==> src/rtl/ccr_pkg.sv <==
package ccr_pkg;
  localparam int CCR_W  = 8;
  localparam int BIT_I  = 7;
  localparam int BIT_H  = 5;
  localparam int BIT_N  = 3;
  localparam int BIT_Z  = 2;
  localparam int BIT_V  = 1;
  localparam int BIT_C  = 0;
  localparam logic [CCR_W-1:0] CCR_RST = 8'h80;

  typedef enum logic [3:0] {
    OP_NOP    = 4'd0,
    OP_ADD    = 4'd1,
    OP_ADDC   = 4'd2,
    OP_SUB    = 4'd3,
    OP_SUBB   = 4'd4,
    OP_CMP    = 4'd5,
    OP_NEG    = 4'd6,
    OP_LOADCC = 4'd7,
    OP_ANDCC  = 4'd8,
    OP_ORCC   = 4'd9,
    OP_XORCC  = 4'd10
  } cc_op_e;

  typedef struct packed {
    logic h;
    logic n;
    logic z;
    logic v;
    logic c;
  } arith_flags_t;

  function automatic logic is_arith(cc_op_e o);
    return (o == OP_ADD) || (o == OP_ADDC) || (o == OP_SUB) ||
           (o == OP_SUBB) || (o == OP_CMP) || (o == OP_NEG);
  endfunction

  function automatic logic writes_result(cc_op_e o);
    return is_arith(o) && (o != OP_CMP);
  endfunction
endpackage

==> src/rtl/ccr_alu.sv <==
module ccr_alu
  import ccr_pkg::*;
#(
  parameter int DATA_W = 32,
  parameter int BYTE_W = 8,
  parameter int WORD_W = 16,
  parameter int HC_OFS = 4
) (
  input  cc_op_e              op,
  input  logic [1:0]          size,
  input  logic [DATA_W-1:0]   a,
  input  logic [DATA_W-1:0]   b,
  input  logic                c_in,
  output logic [DATA_W-1:0]   res,
  output arith_flags_t        flags
);
  localparam int SUM_W = DATA_W + 1;
  localparam int IDX_W = $clog2(SUM_W + 1);

  logic [IDX_W-1:0]  width;
  logic [DATA_W-1:0] mask, x, y, y_raw;
  logic [SUM_W-1:0]  sum, carries;
  logic              is_sub, ci;

  always_comb begin
    case (size)
      2'd0:    width = IDX_W'(BYTE_W);
      2'd1:    width = IDX_W'(WORD_W);
      default: width = IDX_W'(DATA_W);
    endcase
    mask   = {DATA_W{1'b1}} >> (IDX_W'(DATA_W) - width);
    is_sub = (op == OP_SUB) || (op == OP_SUBB) || (op == OP_CMP) || (op == OP_NEG);
    case (op)
      OP_ADDC:                 ci = c_in;
      OP_SUBB:                 ci = ~c_in;
      OP_SUB, OP_CMP, OP_NEG:  ci = 1'b1;
      default:                 ci = 1'b0;
    endcase
    // negate is evaluated as zero minus operand A
    x       = (op == OP_NEG) ? '0 : (a & mask);
    y_raw   = (op == OP_NEG) ? a : b;
    y       = (is_sub ? ~y_raw : y_raw) & mask;
    sum     = {1'b0, x} + {1'b0, y} + SUM_W'(ci);
    // carries[j] is the carry into bit j
    carries = sum ^ {1'b0, x} ^ {1'b0, y};
    res     = sum[DATA_W-1:0] & mask;
    flags.n = sum[width - 1'b1];
    flags.z = (res == '0);
    flags.v = carries[width] ^ carries[width - 1'b1];
    flags.c = carries[width] ^ is_sub;
    flags.h = carries[width - IDX_W'(HC_OFS)] ^ is_sub;
  end
endmodule

==> src/rtl/ccr_reg.sv <==
module ccr_reg
  import ccr_pkg::*;
(
  input  logic             clk,
  input  logic             rst,
  input  logic             op_valid,
  input  cc_op_e           op,
  input  logic [CCR_W-1:0] imm,
  input  arith_flags_t     flags,
  input  logic             exc_entry,
  output logic [CCR_W-1:0] ccr_q
);
  logic [CCR_W-1:0] ccr_d;

  always_comb begin
    ccr_d = ccr_q;
    if (op_valid) begin
      case (op)
        OP_LOADCC: ccr_d = imm;
        OP_ANDCC:  ccr_d = ccr_q & imm;
        OP_ORCC:   ccr_d = ccr_q | imm;
        OP_XORCC:  ccr_d = ccr_q ^ imm;
        default: begin
          if (is_arith(op)) begin
            ccr_d[BIT_H] = flags.h;
            ccr_d[BIT_N] = flags.n;
            ccr_d[BIT_Z] = flags.z;
            ccr_d[BIT_V] = flags.v;
            ccr_d[BIT_C] = flags.c;
          end
        end
      endcase
    end
    // exception entry overrides any same-cycle write of the mask
    if (exc_entry) ccr_d[BIT_I] = 1'b1;
  end

  always_ff @(posedge clk) begin
    if (rst) ccr_q <= CCR_RST;
    else     ccr_q <= ccr_d;
  end

  assert_exc_sets_mask_R9: assert property (@(posedge clk) disable iff (rst)
    exc_entry |=> ccr_q[BIT_I]);

  assert_user_bits_kept_R7: assert property (@(posedge clk) disable iff (rst)
    (op_valid && is_arith(op) && !exc_entry) |=>
      (ccr_q[7:6] == $past(ccr_q[7:6])) && (ccr_q[4] == $past(ccr_q[4])));

  assert_idle_hold_R11: assert property (@(posedge clk) disable iff (rst)
    (!exc_entry && (!op_valid || op == OP_NOP)) |=> $stable(ccr_q));
endmodule

==> src/rtl/ccr_irq_gate.sv <==
module ccr_irq_gate (
  input  logic clk,
  input  logic rst,
  input  logic mask,
  input  logic irq_req,
  input  logic nmi_req,
  output logic accept_q
);
  always_ff @(posedge clk) begin
    if (rst) accept_q <= 1'b0;
    else     accept_q <= nmi_req | (irq_req & ~mask);
  end

  assert_nmi_accept_R10: assert property (@(posedge clk) disable iff (rst)
    nmi_req |=> accept_q);

  assert_mask_blocks_R10: assert property (@(posedge clk) disable iff (rst)
    (!nmi_req && mask) |=> !accept_q);
endmodule

==> src/rtl/ccr_unit.sv <==
module ccr_unit
  import ccr_pkg::*;
#(
  parameter int DATA_W = 32,
  parameter int BYTE_W = 8,
  parameter int WORD_W = 16,
  parameter int HC_OFS = 4
) (
  input  logic              clk,
  input  logic              rst,
  input  logic              op_valid,
  input  logic [3:0]        op_code,
  input  logic [1:0]        op_size,
  input  logic [DATA_W-1:0] opnd_a,
  input  logic [DATA_W-1:0] opnd_b,
  input  logic [7:0]        cc_imm,
  input  logic              exc_entry,
  input  logic              irq_req,
  input  logic              nmi_req,
  output logic [7:0]        ccr_q,
  output logic [DATA_W-1:0] result_q,
  output logic              irq_accept
);
  cc_op_e            op;
  logic [DATA_W-1:0] alu_res;
  arith_flags_t      alu_flags;

  assign op = cc_op_e'(op_code);

  ccr_alu #(.DATA_W(DATA_W), .BYTE_W(BYTE_W), .WORD_W(WORD_W), .HC_OFS(HC_OFS)) u_alu (
    .op(op), .size(op_size), .a(opnd_a), .b(opnd_b), .c_in(ccr_q[BIT_C]),
    .res(alu_res), .flags(alu_flags)
  );

  ccr_reg u_reg (
    .clk(clk), .rst(rst), .op_valid(op_valid), .op(op), .imm(cc_imm),
    .flags(alu_flags), .exc_entry(exc_entry), .ccr_q(ccr_q)
  );

  ccr_irq_gate u_gate (
    .clk(clk), .rst(rst), .mask(ccr_q[BIT_I]), .irq_req(irq_req),
    .nmi_req(nmi_req), .accept_q(irq_accept)
  );

  always_ff @(posedge clk) begin
    if (rst)                                 result_q <= '0;
    else if (op_valid && writes_result(op))  result_q <= alu_res;
  end

  assert_cmp_keeps_result_R4: assert property (@(posedge clk) disable iff (rst)
    (op_valid && op == OP_CMP) |=> $stable(result_q));
endmodule

==> config.mk <==
export PLATFORM = sky130hd
export DESIGN_NAME = ccr_unit
export DESIGN_NICKNAME = d
export VERILOG_FILES = /design/src/rtl/ccr_pkg.sv /design/src/rtl/ccr_alu.sv /design/src/rtl/ccr_reg.sv /design/src/rtl/ccr_irq_gate.sv /design/src/rtl/ccr_unit.sv
export SDC_FILE = /design/constraint.sdc
export NUM_CORES = 1
export LEC_CHECK = 0
export ABC_AREA = 0
export BUFFER_PORTS_ARGS = -buffer_cell sky130_fd_sc_hd__clkbuf_2
export CAP_MARGIN = 20
export CORE_ASPECT_RATIO = 1.25
export CORE_MARGIN = 2
export CORE_UTILIZATION = 49
export CTS_CLUSTER_DIAMETER = 120
export DETAILED_ROUTE_END_ITERATION = 10
export PLACE_DENSITY = 0.76
export SYNTH_ARGS = -nofsm -noshare
export SYNTH_HDL_FRONTEND = slang
export SYNTH_HIERARCHICAL = 1
export SYNTH_SLANG_ARGS = --single-unit
==> constraint.sdc <==
create_clock -name clk -period 17.9 [get_ports clk]
set_input_delay 2.685 -clock clk [delete_from_list [all_inputs] [get_ports clk]]
set_output_delay 2.685 -clock clk [all_outputs]
set_load 0.02 [all_outputs]
==> out/metrics.yaml, run 1 <==
outcome:
  status: "completed"
clock_tree:
  numCtsBuffers: 5
  cts_resized: 0
  clk_pin_slew_ns: 0.06
  numClockSinks: 41
  ctsRootBufferMaster: "clkbuf_16"
  clk_path_buf_depth: 2
  clkLatencyLatePin_ns: 0.29
  h-tree-depth: 2
  cts_setup_buffers: 0
  hold_buffers: 0
  cts_tree: "done"
logic_synthesis:
  avgSynthCellArea_um2: 7.56
  syn-cell-area_um2: 6140
  yosys.area.top_type: "dfxtp_1"
  yosysWarnings: 6
  synth_edf_count: 0
  synth_commonest_cells: "nand2b_1, mux2i_1, nor2_1, a21oi_1, ha_1"
  syn_inst: 813
  synth_top_flop_cell: "dfxtp_1"
  yosysMostFrequentCell: "nand2b_1"
  synth_top_area_share_pct: 13.4
  ys_async_sr_fraction_pct: 0
  ys_ff_latch: 41
  synth_area_leaders: "dfxtp_1, mux2i_1, ha_1, nand2b_1, xnor2_1"
  yosysSeqAreaShare_pct: 13.4
  synthesis.nets: 947
  synth.distinct_cells: 72
finish:
  layout.nets: 1026
  design_area_um2: 6940
  area_growth_pct: 13.0
  antenna_cells: 0
  final_util_pct: 56.8
  drive_gt1_share_pct: 17.7
die:
  core_um2: 12200
  io_pins: 125
  die_w_um: 104
  dieArea_um2: 13500
  rows: 45
  chipHeight_um: 129
  initial_core_util_pct: 50.3
power_and_ir_drop:
  vdd_drop_max_uv: 34.7
  p_leak_uw: 0.00299
  fin_total_pwr_uw: 456
  powerDensity_nw_per_um2: 65.7
worst_setup_path:
  worstPathRequired_ns: 18.12
  start_kind: "input port"
  path_class: "in2reg"
  slowest_delay_ns: 0.58
  cp_slowest_cell: "a2111oi_0"
  cp.arrival_ns: 8.78
  path_common_cell: "xor2_1"
  worstPathCellList: "clkbuf_2 > nor4bb_4 > buf_4 > mux2i_1 > xor2_1 > fa_1 > fa_1 > a21o_1 > a221o_2 > a41oi_1 > o21bai_1 > a31o_2 > xor2_1 > xor2_1 > a2111oi_0 > xnor2_1 > o21a_1 > o22ai_1 > a221o_1 > o2bb2ai_1"
  endpoint_kind: "flop"
  path_max_fanout: 42
job:
  maxCapViolCount: 0
route:
  drc: 0
  wl_per_cell_um: 15.0
  drt-pass1-iter-count: 5
  drtAntennaViolNets: 0
  vias: 6048
  finalWirelength_um: 15800
  vias_per_cell: 5.72
  drt_iter0_drc: 307
sta:
  min_period_over_period_pct: 47.8
  finalHoldViolCount: 0
  timing.fmax_mhz: 117
  final-setup-viol-count: 0
  rsz0062_at_grt: "no"
  final.setup_skew_ns: 0.00375
  final.min_clock_period_ns: 8.56
  drv_slew: 0
  finalWorstSetupSlack_ns: 9.34
  max-slew-margin-rel_pct: 31.4
  tns_ns: 0
  tightest_slew_ns: 1.03
placed_design:
  port_buffers: 124
  place_ws_ns: 9.11
  gp_congestion: 0.936
  placed_cell_area_um2: 6770
  dp_hpwl_um: 12400
grt:
  grt_pass1_vias: 5450
  grt_usage_pct: 23.0
  grt_antenna_before_repair: 0
  grt_max_degree: 72
  grt_overflow_total: 0
  grt_pass1_wl_um: 26000
min_path:
  hold_class: "reg2reg"
## metal layers
layer / track usage [%] / vias up / part of all wire, %
li1: - / 3066 / -
met4: 6.28 / 0 / 1.5
met3: 1.36 / 15 / 4.4
met1: 29.5 / 2798 / 43
met5: 0 / - / 0
met2: 42.1 / 169 / 51
## path summary, 6_finish.rpt
kind | cells past startpoint | endpoint | slack [ns] | from
setup / recovery | 20 | u_reg/ccr_q[5] | 9.34 | op_code[0]
hold / removal | 2 | result_q[4] | 0.47 | result_q[4]
setup reg to reg | 18 | u_reg/ccr_q[5] | 12.75 | u_reg/ccr_q[0]
hold reg to reg | 2 | result_q[4] | 0.47 | result_q[4]
## cell usage in the layout, fill, tap and decap left out, types with 5 or more instances in the layout
cell type and instances:
clkbuf_16 5, a21o_1 9, and2_1 31, nor3_1 7, nand4_1 10, inv_1 26, xnor2_1 46, nand3_1 13
nand2_1 43, a21oi_1 57, nand2b_1 74, ha_1 48, mux2i_1 63, nor2_1 63, o21a_1 7, clkbuf_2 124
a211oi_1 6, o21bai_1 5, xor2_1 33, o21ai_0 31, dfxtp_1 41, nor2b_1 5, and3_1 31, buf_4 6
o32ai_1 6
## critical path: cells and delay by family
kind,cells,cell delay [ns]
buf+inv,2,0.93
fa+ha+maj,2,0.87
mux,1,0.28
xor+xnor,4,0.65
simple gates,1,0.41
compound gates,10,2.91
## flip-flops by register name, summed over array words and instances, names as in the netlist
| signal | flops |
|---|---|
| result_q | 32 |
| u_gate/accept_q | 1 |
| u_reg/ccr_q | 8 |
## final cells by class
type	count	area, um^2
fill	1207	5270
multi-input combinational	688	4980
sequential	41	821
timing repair buffer	130	666
tap	164	205
clock buffer	5	125
inverter	26	97.6
clock inverter	3	46.3
## stage by stage
step / hold WS (ns) / std cells
CTS: 0.478 / 1057
detailed placement: 0.466 / 1049
global route: 0.490 / 1057
finish: 0.475 / 1057
floorplan: 0.546 / 813
global placement: 0.460 / 1049
## power by group
group	switching, uW	internal (uW)	total, uW
registers	4.72	97.3	102
logic	147	103	250
clock network	38.5	66.0	104
total	190	266	456
## kinds of logic (layout without fill, tap and decap cells)
family                   count (synthesis)  count (layout)  synth area share [%]
AND/OR/NAND/NOR                        304             304                  27.0
multiplexers                            68              68                  11.2
buffers and inverters                   84             164                  5.91
XOR/XNOR                                79              79                  11.3
adder cells (fa/ha/maj)                 50              50                  10.4
AO/OA/AOI/OAI                          187             187                  20.8
flip-flops                              41              41                  13.4
(Power assumes the default switching activity.)
==> run 2, diff against run 1 <==
--- a/config.mk
+++ b/config.mk
@@ -5,7 +5,7 @@
 export SDC_FILE = /design/constraint.sdc
 export NUM_CORES = 1
 export LEC_CHECK = 0
-export ABC_AREA = 0
+export ABC_AREA = 1
 export BUFFER_PORTS_ARGS = -buffer_cell sky130_fd_sc_hd__clkbuf_2
 export CAP_MARGIN = 20
 export CORE_ASPECT_RATIO = 1.25
==> constraint.sdc (replaced) <==
create_clock -name clk -period 8.6 [get_ports clk]
set_input_delay 1.29 -clock clk [delete_from_list [all_inputs] [get_ports clk]]
set_output_delay 1.29 -clock clk [all_outputs]
set_load 0.02 [all_outputs]
==> run 2 against run 1 <==
Setup slack got worse by 6.4 ns; total power increased by 110%; sequential share of layout area decreased by 1.0 points; flip-flop and latch count unchanged; final cell count increased by 45%; highest routed layer unchanged; area after synthesis increased by 12%; global-route usage increased by 3.4 points; register-to-register slack got worse by 7.7 ns; critical endpoint is now u_reg/ccr_q[2]; die area increased by 11%; worst hold slack improved by 0.0079 ns; core utilization decreased by 1.5 points; first-iteration DRC count increased by 58%.
==> out/metrics.yaml, run 2 <==
job:
  maxCapViolCount: 0  # unchanged
placed_design:
  port_buffers: 124  # unchanged
  placed_cell_area_um2: 7440  # was 6770 um^2
  dp_hpwl_um: 16300  # was 12400 um
  gp_congestion: 0.955  # was 0.936
route:
  wl_per_cell_um: 13.0  # was 15.0 um
  vias_per_cell: 5.18  # was 5.72
  finalWirelength_um: 20000  # was 15800 um
  drt-pass1-iter-count: 5  # unchanged
  vias: 7959  # was 6048
  drc: 0  # unchanged
  drt_iter0_drc: 485  # was 307
  drtAntennaViolNets: 0  # unchanged
grt:
  grt_max_degree: 65  # was 72
  grt_overflow_total: 0  # unchanged
  grt_antenna_before_repair: 0  # unchanged
  grt_pass1_vias: 6820  # was 5450
  grt_pass1_wl_um: 31700  # was 26000 um
  grt_usage_pct: 26.4  # was 23.0%
worst_setup_path:
  worstPathRequired_ns: 8.82  # was 18.12 ns
  slowest_delay_ns: 0.58  # about the same
  r2r-start: "u_reg/ccr_q[0]"  # unchanged
  r2r_slack_ns: 5.09  # was 12.75 ns
  path_class: "in2reg"  # unchanged
  reg2regPathDepth: 22  # was 18
  r2r-end: "u_reg/ccr_q[5]"  # unchanged
  path_max_fanout: 24  # was 42
  path_common_cell: "nand2_1"  # was xor2_1
  cp_slowest_cell: "inv_1"  # was a2111oi_0
  start_kind: "input port"  # unchanged
  endpoint_kind: "flop"  # unchanged
  cp.arrival_ns: 5.83  # was 8.78 ns
logic_synthesis:
  yosysWarnings: 6  # unchanged
  synth_edf_count: 0  # unchanged
  synth_area_leaders: "nand2_1, inv_1, dfxtp_1, nand3_1, ha_1"  # was dfxtp_1, mux2i_1, ha_1, nand2b_1, xnor2_1
  yosys.area.top_type: "nand2_1"  # was dfxtp_1
  synthesis.nets: 1398  # was 947
  muxShareOfSynthArea_pct: 0  # was 11.2%
  syn-cell-area_um2: 6850  # was 6140 um^2
  yosysSeqAreaShare_pct: 12.0  # was 13.4%
  synth_commonest_cells: "nand2_1, inv_1, nand3_1, nor2_1, a21oi_1"  # was nand2b_1, mux2i_1, nor2_1, a21oi_1, ha_1
  ys_async_sr_fraction_pct: 0  # unchanged
  synth.distinct_cells: 44  # was 72
  synth_top_flop_cell: "dfxtp_1"  # unchanged
  avgSynthCellArea_um2: 5.42  # was 7.56 um^2
  yosys.area_share.xor_xnor_pct: 2.54  # was 11.3%
  yosys.area_share.adder_pct: 9.35  # was 10.4%
  yosysMostFrequentCell: "nand2_1"  # was nand2b_1
  synth_compound_area_share_pct: 14.0  # was 20.8%
  syn_inst: 1264  # was 813
  synth_top_family_by_area: "simple AND/OR/NAND/NOR gates"  # unchanged
  synth_top_area_share_pct: 19.3  # was 13.4%
  ys_ff_latch: 41  # unchanged
  yosys.area_share.simple_pct: 45.3  # was 27.0%
power_and_ir_drop:
  p_leak_uw: 0.00445  # was 0.00299 uW
  vdd_drop_max_uv: 143  # was 34.7 uV
  powerDensity_nw_per_um2: 124  # was 65.7 nW/um^2
sta:
  timing.hold.ws_ns: 0.483  # was 0.475 ns
  final.min_clock_period_ns: 5.61
  max-slew-margin-rel_pct: 40.9  # was 31.4%
  rsz0062_at_grt: "no"  # unchanged
  drv_slew: 0  # unchanged
  tns_ns: 0  # unchanged
  final-setup-viol-count: 0  # unchanged
  timing.fmax_mhz: 178
  final.setup_skew_ns: 0.00785  # was 0.00375 ns
  min_period_over_period_pct: 65.3
  tightest_slew_ns: 0.886  # was 1.03 ns
  finalHoldViolCount: 0  # unchanged
die:
  initial_core_util_pct: 49.8  # was 50.3%
  die_w_um: 110  # was 104 um
  core_um2: 13800  # was 12200 um^2
  io_pins: 125  # unchanged
  rows: 48  # was 45
  dieArea_um2: 14900  # was 13500 um^2
  chipHeight_um: 136  # was 129 um
finish:
  fill_cells: 1510  # was 1207
  design_area_um2: 7610  # was 6940 um^2
  largest_reg_flops: 32  # unchanged
  drive_gt1_share_pct: 14.3  # was 17.7%
  ff_latch_area_um2: 821  # unchanged
  antenna_cells: 0  # unchanged
  layout.nets: 1495  # was 1026
  multi_input_area_um2: 4880  # was 4980 um^2
  layout_common_cells: "nand2_1, inv_1, nand3_1"  # was clkbuf_2, nand2b_1, mux2i_1, nor2_1, a21oi_1
  area_growth_pct: 11.1  # was 13.0%
  regMostFlops: "result_q"  # unchanged
  layout_commonest_cell: "nand2_1"  # was clkbuf_2
  largestRegisters: "result_q (32), u_reg/ccr_q (8), u_gate/accept_q (1)"  # unchanged
clock_tree:
  numCtsBuffers: 5  # unchanged
  ctsRootBufferMaster: "clkbuf_16"  # unchanged
  cts_resized: 0  # unchanged
  hold_buffers: 0  # unchanged
  numClockSinks: 41  # unchanged
  h-tree-depth: 2  # unchanged
  clkLatencyLatePin_ns: 0.28  # was 0.29 ns
  clk_pin_slew_ns: 0.06  # about the same
  clk_path_buf_depth: 2  # unchanged
  cts_setup_buffers: 0  # unchanged
  cts_tree: "done"  # unchanged
min_path:
  min_to: "result_q[9]"  # was result_q[4]
  hold_class: "reg2reg"  # unchanged
  hold_depth: 2  # unchanged
  hold_start: "result_q[9]"  # was result_q[4]
outcome:
  status: "completed"  # unchanged
## run 2: cell count changes after synthesis, moves of 14 or more
| cell | change |
|---|---|
| a21oi_1 | +35 |
| nand2_1 | +310 |
| nand2b_1 | -74 |
| nor2_1 | +61 |
| o21ai_0 | +22 |
| and3_1 | -29 |
| clkbuf_1 | -31 |
| inv_2 | +14 |
| xor2_1 | -20 |
| mux2i_1 | -63 |
| and2_1 | -26 |
| nand3_1 | +136 |
| inv_1 | +193 |
| xnor2_1 | -41 |
## run 2: through the flow
| stage | setup slack [ns] | cells | total power, uW | util, % |
|---|---|---|---|---|
| detailed placement | 2.72 | 1528 | 759 | 54.1 |
| global placement | 2.75 | 1528 | 753 | 54.1 |
| finish | 2.99 | 1536 | 946 | 55.3 |
| global route | 2.45 | 1536 | 1030 | 55.3 |
| floorplan | 3.50 | 1264 | 624 | - |
| CTS | 3.00 | 1535 | 943 | 55.2 |
## run 2: metal layers
layer | global-route usage [%] | part of all wire (%)
met4 | 8.23 | 2.7
met3 | 1.44 | 4.1
met5 | 0 | 0
met2 | 48.0 | 49
met1 | 32.9 | 44
## run 2: cell families after synthesis
family,Yosys count
compound gates,172
xor+xnor,19
fa+ha+maj,50
buf+inv,275
flops,41
simple gates,707
## run 2: power by group
| group | switching, uW | leakage [uW] | total, uW | internal (uW) |
|---|---|---|---|---|
| Combinational | 364 | 0.00404 | 552 | 188 |
| Clock | 68.9 | 0.0000700 | 183 | 114 |
| Sequential | 8.78 | 0.000336 | 212 | 203 |
## run 2: cell type report
cell class                 instances  share of cell area [%]
multi-input combinational        948                    64.1
inverter                         238                    11.7
clock buffer                       7                    1.88
tap                              175                    2.88
sequential                        41                    10.8
timing repair buffer             127                    8.62
## run 2: how the worst max path moves through the flow
stage	start	slack, ns	end	cells past startpoint
after floorplan	op_size[1]	3.50	u_reg/ccr_q[1]	29
after global placement	op_size[1]	2.75	u_reg/ccr_q[2]	26
after detailed placement	op_size[1]	2.72	u_reg/ccr_q[2]	25
after CTS	op_size[1]	3.00	u_reg/ccr_q[2]	26
after global routing	op_code[1]	2.45	u_reg/ccr_q[5]	25
final	op_size[1]	2.99	u_reg/ccr_q[2]	27
## run 2: critical path: cells and delay by family
kind | cells | cell delay (ns)
buf+inv | 7 | 1.60
simple gates | 14 | 1.40
compound gates | 4 | 0.79
fa+ha+maj | 2 | 0.71
==> run 3, diff against run 2 <==
==> constraint.sdc (replaced) <==
create_clock -name clk -period 5.7 [get_ports clk]
set_input_delay 0.855 -clock clk [delete_from_list [all_inputs] [get_ports clk]]
set_output_delay 0.855 -clock clk [all_outputs]
set_load 0.02 [all_outputs]
==> run 3 against run 2 <==
Combinational power is 51% higher; critical path depth fell by 3; via count fell by 1.2%; routed wire length is 1.1% lower; final cell count up 0.33%; clock-buffer cell count stayed put; non-clock buffer count rose by 4; global-route usage is 0.26 points higher; first-iteration DRC count down 2.7%; core utilization increased by 0.33 points; design area up 0.59%; setup slack got worse by 2.1 ns; critical endpoint is now u_reg/ccr_q[5].
==> out/metrics.yaml, run 3 (same netlist as run 2, synthesis figures left out) <==
worst_setup_path:
  path_class: "in2reg"  # unchanged
  reg2regPathDepth: 22  # unchanged
  r2r-end: "u_reg/ccr_q[5]"  # unchanged
  crit_path_end: "u_reg/ccr_q[5]"  # was u_reg/ccr_q[2]
  worstPathCellList: "clkbuf_2 > inv_2 > nor2_4 > nand2_2 > inv_2 > nor2_1 > fa_1 > fa_1 > nand3_1 > nand2_1 > or2_2 > nand2_1 > nand2_1 > nand2_1 > nand2_1 > nand3_1 > nand3_1 > a21oi_2 > nand3_1 > nand2_1 > nor2_1 > nor2_1 > nand2_1 > a21oi_1"
  r2r-start: "u_reg/ccr_q[0]"  # unchanged
  start_kind: "input port"  # unchanged
  cp_slowest_cell: "inv_2"  # was inv_1
  slowest_delay_ns: 0.57  # was 0.58 ns
  path_buf_inv: 3  # was 7
  endpoint_kind: "flop"  # unchanged
  r2r_slack_ns: 2.10  # was 5.09 ns
  path_common_cell: "nand2_1"  # unchanged
  cp.arrival_ns: 4.98  # was 5.83 ns
  worstPathRequired_ns: 5.91  # was 8.82 ns
  path_max_fanout: 39  # was 24
  path_delay_family: "simple AND/OR/NAND/NOR gates"  # was buffers and inverters
  crit_cells: 24  # was 27
  crit_start: "op_code[1]"  # was op_size[1]
sta:
  final.setup_skew_ns: 0.00242  # was 0.00785 ns
  min_period_over_period_pct: 83.6
  finalHoldViolCount: 0  # unchanged
  rsz0062_at_grt: "no"  # unchanged
  drv_slew: 0  # unchanged
  finalWorstSetupSlack_ns: 0.933  # was 2.99 ns
  timing.fmax_mhz: 210
  max-slew-margin-rel_pct: 39.5  # was 40.9%
  tns_ns: 0  # unchanged
  tightest_slew_ns: 0.906  # was 0.886 ns
  timing.hold.ws_ns: 0.479  # was 0.483 ns
  final.min_clock_period_ns: 4.77
  final-setup-viol-count: 0  # unchanged
grt:
  grt_max_degree: 65  # unchanged
  grt_pass1_vias: 6933  # was 6820
  grt_usage_pct: 26.7  # was 26.4%
  grt_antenna_before_repair: 0  # unchanged
  grt_overflow_total: 0  # unchanged
  grt_pass1_wl_um: 31900  # was 31700 um
finish:
  antenna_cells: 0  # unchanged
  largestRegisters: "result_q (32), u_reg/ccr_q (8), u_gate/accept_q (1)"  # unchanged
  layout.nets: 1499  # was 1495
  final_util_pct: 55.6  # was 55.3%
  layout_common_cells: "nand2_1, inv_1, nand3_1"  # unchanged
  area_growth_pct: 11.7  # was 11.1%
  drive_gt1_share_pct: 14.7  # was 14.3%
  largest_reg_flops: 32  # unchanged
  layout_commonest_cell: "nand2_1"  # unchanged
  regMostFlops: "result_q"  # unchanged
power_and_ir_drop:
  p_leak_uw: 0.00447  # was 0.00445 uW
  vdd_drop_max_uv: 174  # was 143 uV
  powerDensity_nw_per_um2: 189  # was 124 nW/um^2
route:
  drt-pass1-iter-count: 5  # unchanged
  finalWirelength_um: 19800  # was 20000 um
  drt_iter0_drc: 472  # was 485
  wl_per_cell_um: 12.8  # was 13.0 um
  drtAntennaViolNets: 0  # unchanged
  drc: 0  # unchanged
  vias: 7865  # was 7959
  vias_per_cell: 5.10  # was 5.18
clock_tree:
  clkLatencyLatePin_ns: 0.28  # about the same
  numCtsBuffers: 5  # unchanged
  cts_setup_buffers: 0  # unchanged
  ctsRootBufferMaster: "clkbuf_16"  # unchanged
  numClockSinks: 41  # unchanged
  clk_pin_slew_ns: 0.06  # about the same
  h-tree-depth: 2  # unchanged
  cts_resized: 0  # unchanged
  hold_buffers: 0  # unchanged
  cts_tree: "done"  # unchanged
  clk_path_buf_depth: 2  # unchanged
placed_design:
  port_buffers: 124  # unchanged
  dp_hpwl_um: 16300  # about the same
  gp_congestion: 0.991  # was 0.955
  place_ws_ns: 0.717  # was 2.72 ns
die:
  chipHeight_um: 136  # unchanged
  initial_core_util_pct: 49.8  # unchanged
  core_um2: 13800  # unchanged
  dieArea_um2: 14900  # unchanged
  die_w_um: 110  # unchanged
  rows: 48  # unchanged
  io_pins: 125  # unchanged
job:
  maxCapViolCount: 0  # unchanged
min_path:
  hold_class: "reg2reg"  # unchanged
  hold_start: "result_q[2]"  # was result_q[9]
outcome:
  status: "completed"  # unchanged
==> run 3: report_power, final <==
part	switching, uW	internal (uW)
registers	13.1	306
clock network	110	185
logic	548	285
==> run 3: cell type report <==
class	count	area, um^2
fillers	1496	6100
flip-flops and latches	41	821
clock inverters	1	5.00
clock buffers	7	153
multi-input cells	948	4880
inverters	238	893
repair buffers	131	686
well taps	175	219
==> run 3: metrics by stage <==
stage | cells | area, um^2 | total power (uW)
3_5_place_dp | 1532 | 7470 | 1150
5_1_grt | 1541 | 7650 | 1580
3_3_place_gp | 1532 | 7470 | 1140
4_1_cts | 1540 | 7630 | 1440
6_report | 1541 | 7650 | 1450
2_1_floorplan | 1264 | 6850 | 942
==> run 3: per-layer routing <==
| metal | global-route usage [%] | vias to the layer above | wire length, um |
|---|---|---|---|
| met1 | 33.1 | 3415 | 8800 |
| li1 | - | 4178 | - |
| met2 | 46.6 | 230 | 9230 |
| met3 | 1.92 | 42 | 967 |
| met5 | 0 | - | 0 |
| met4 | 11.7 | 0 | 770 |
==> run 3: how the worst min path moves through the flow <==
stage | end | slack [ns] | cells after the start
final | result_q[2] | 0.48 | 2
after global routing | result_q[18] | 0.50 | 2
after CTS | result_q[2] | 0.48 | 2
after detailed placement | result_q[2] | 0.47 | 2
after global placement | result_q[9] | 0.46 | 2
after floorplan | result_q[18] | 0.56 | 2
==> run 3: worst reg2reg max path, cell delays in order, from the launching register on <==
cell	delay, ns
dfxtp_1	0.37
o211ai_1	0.18
nand2_1	0.07
nor2_1	0.10
a21oi_1	0.09
fa_1	0.47
fa_1	0.48
nand3_1	0.12
nand2_1	0.14
or2_2	0.32
nand2_1	0.09
nand2_1	0.07
nand2_1	0.06
nand2_1	0.05
nand3_1	0.09
nand3_1	0.14
a21oi_2	0.18
nand3_1	0.09
nand2_1	0.10
nor2_1	0.04
nor2_1	0.10
nand2_1	0.06
a21oi_1	0.12
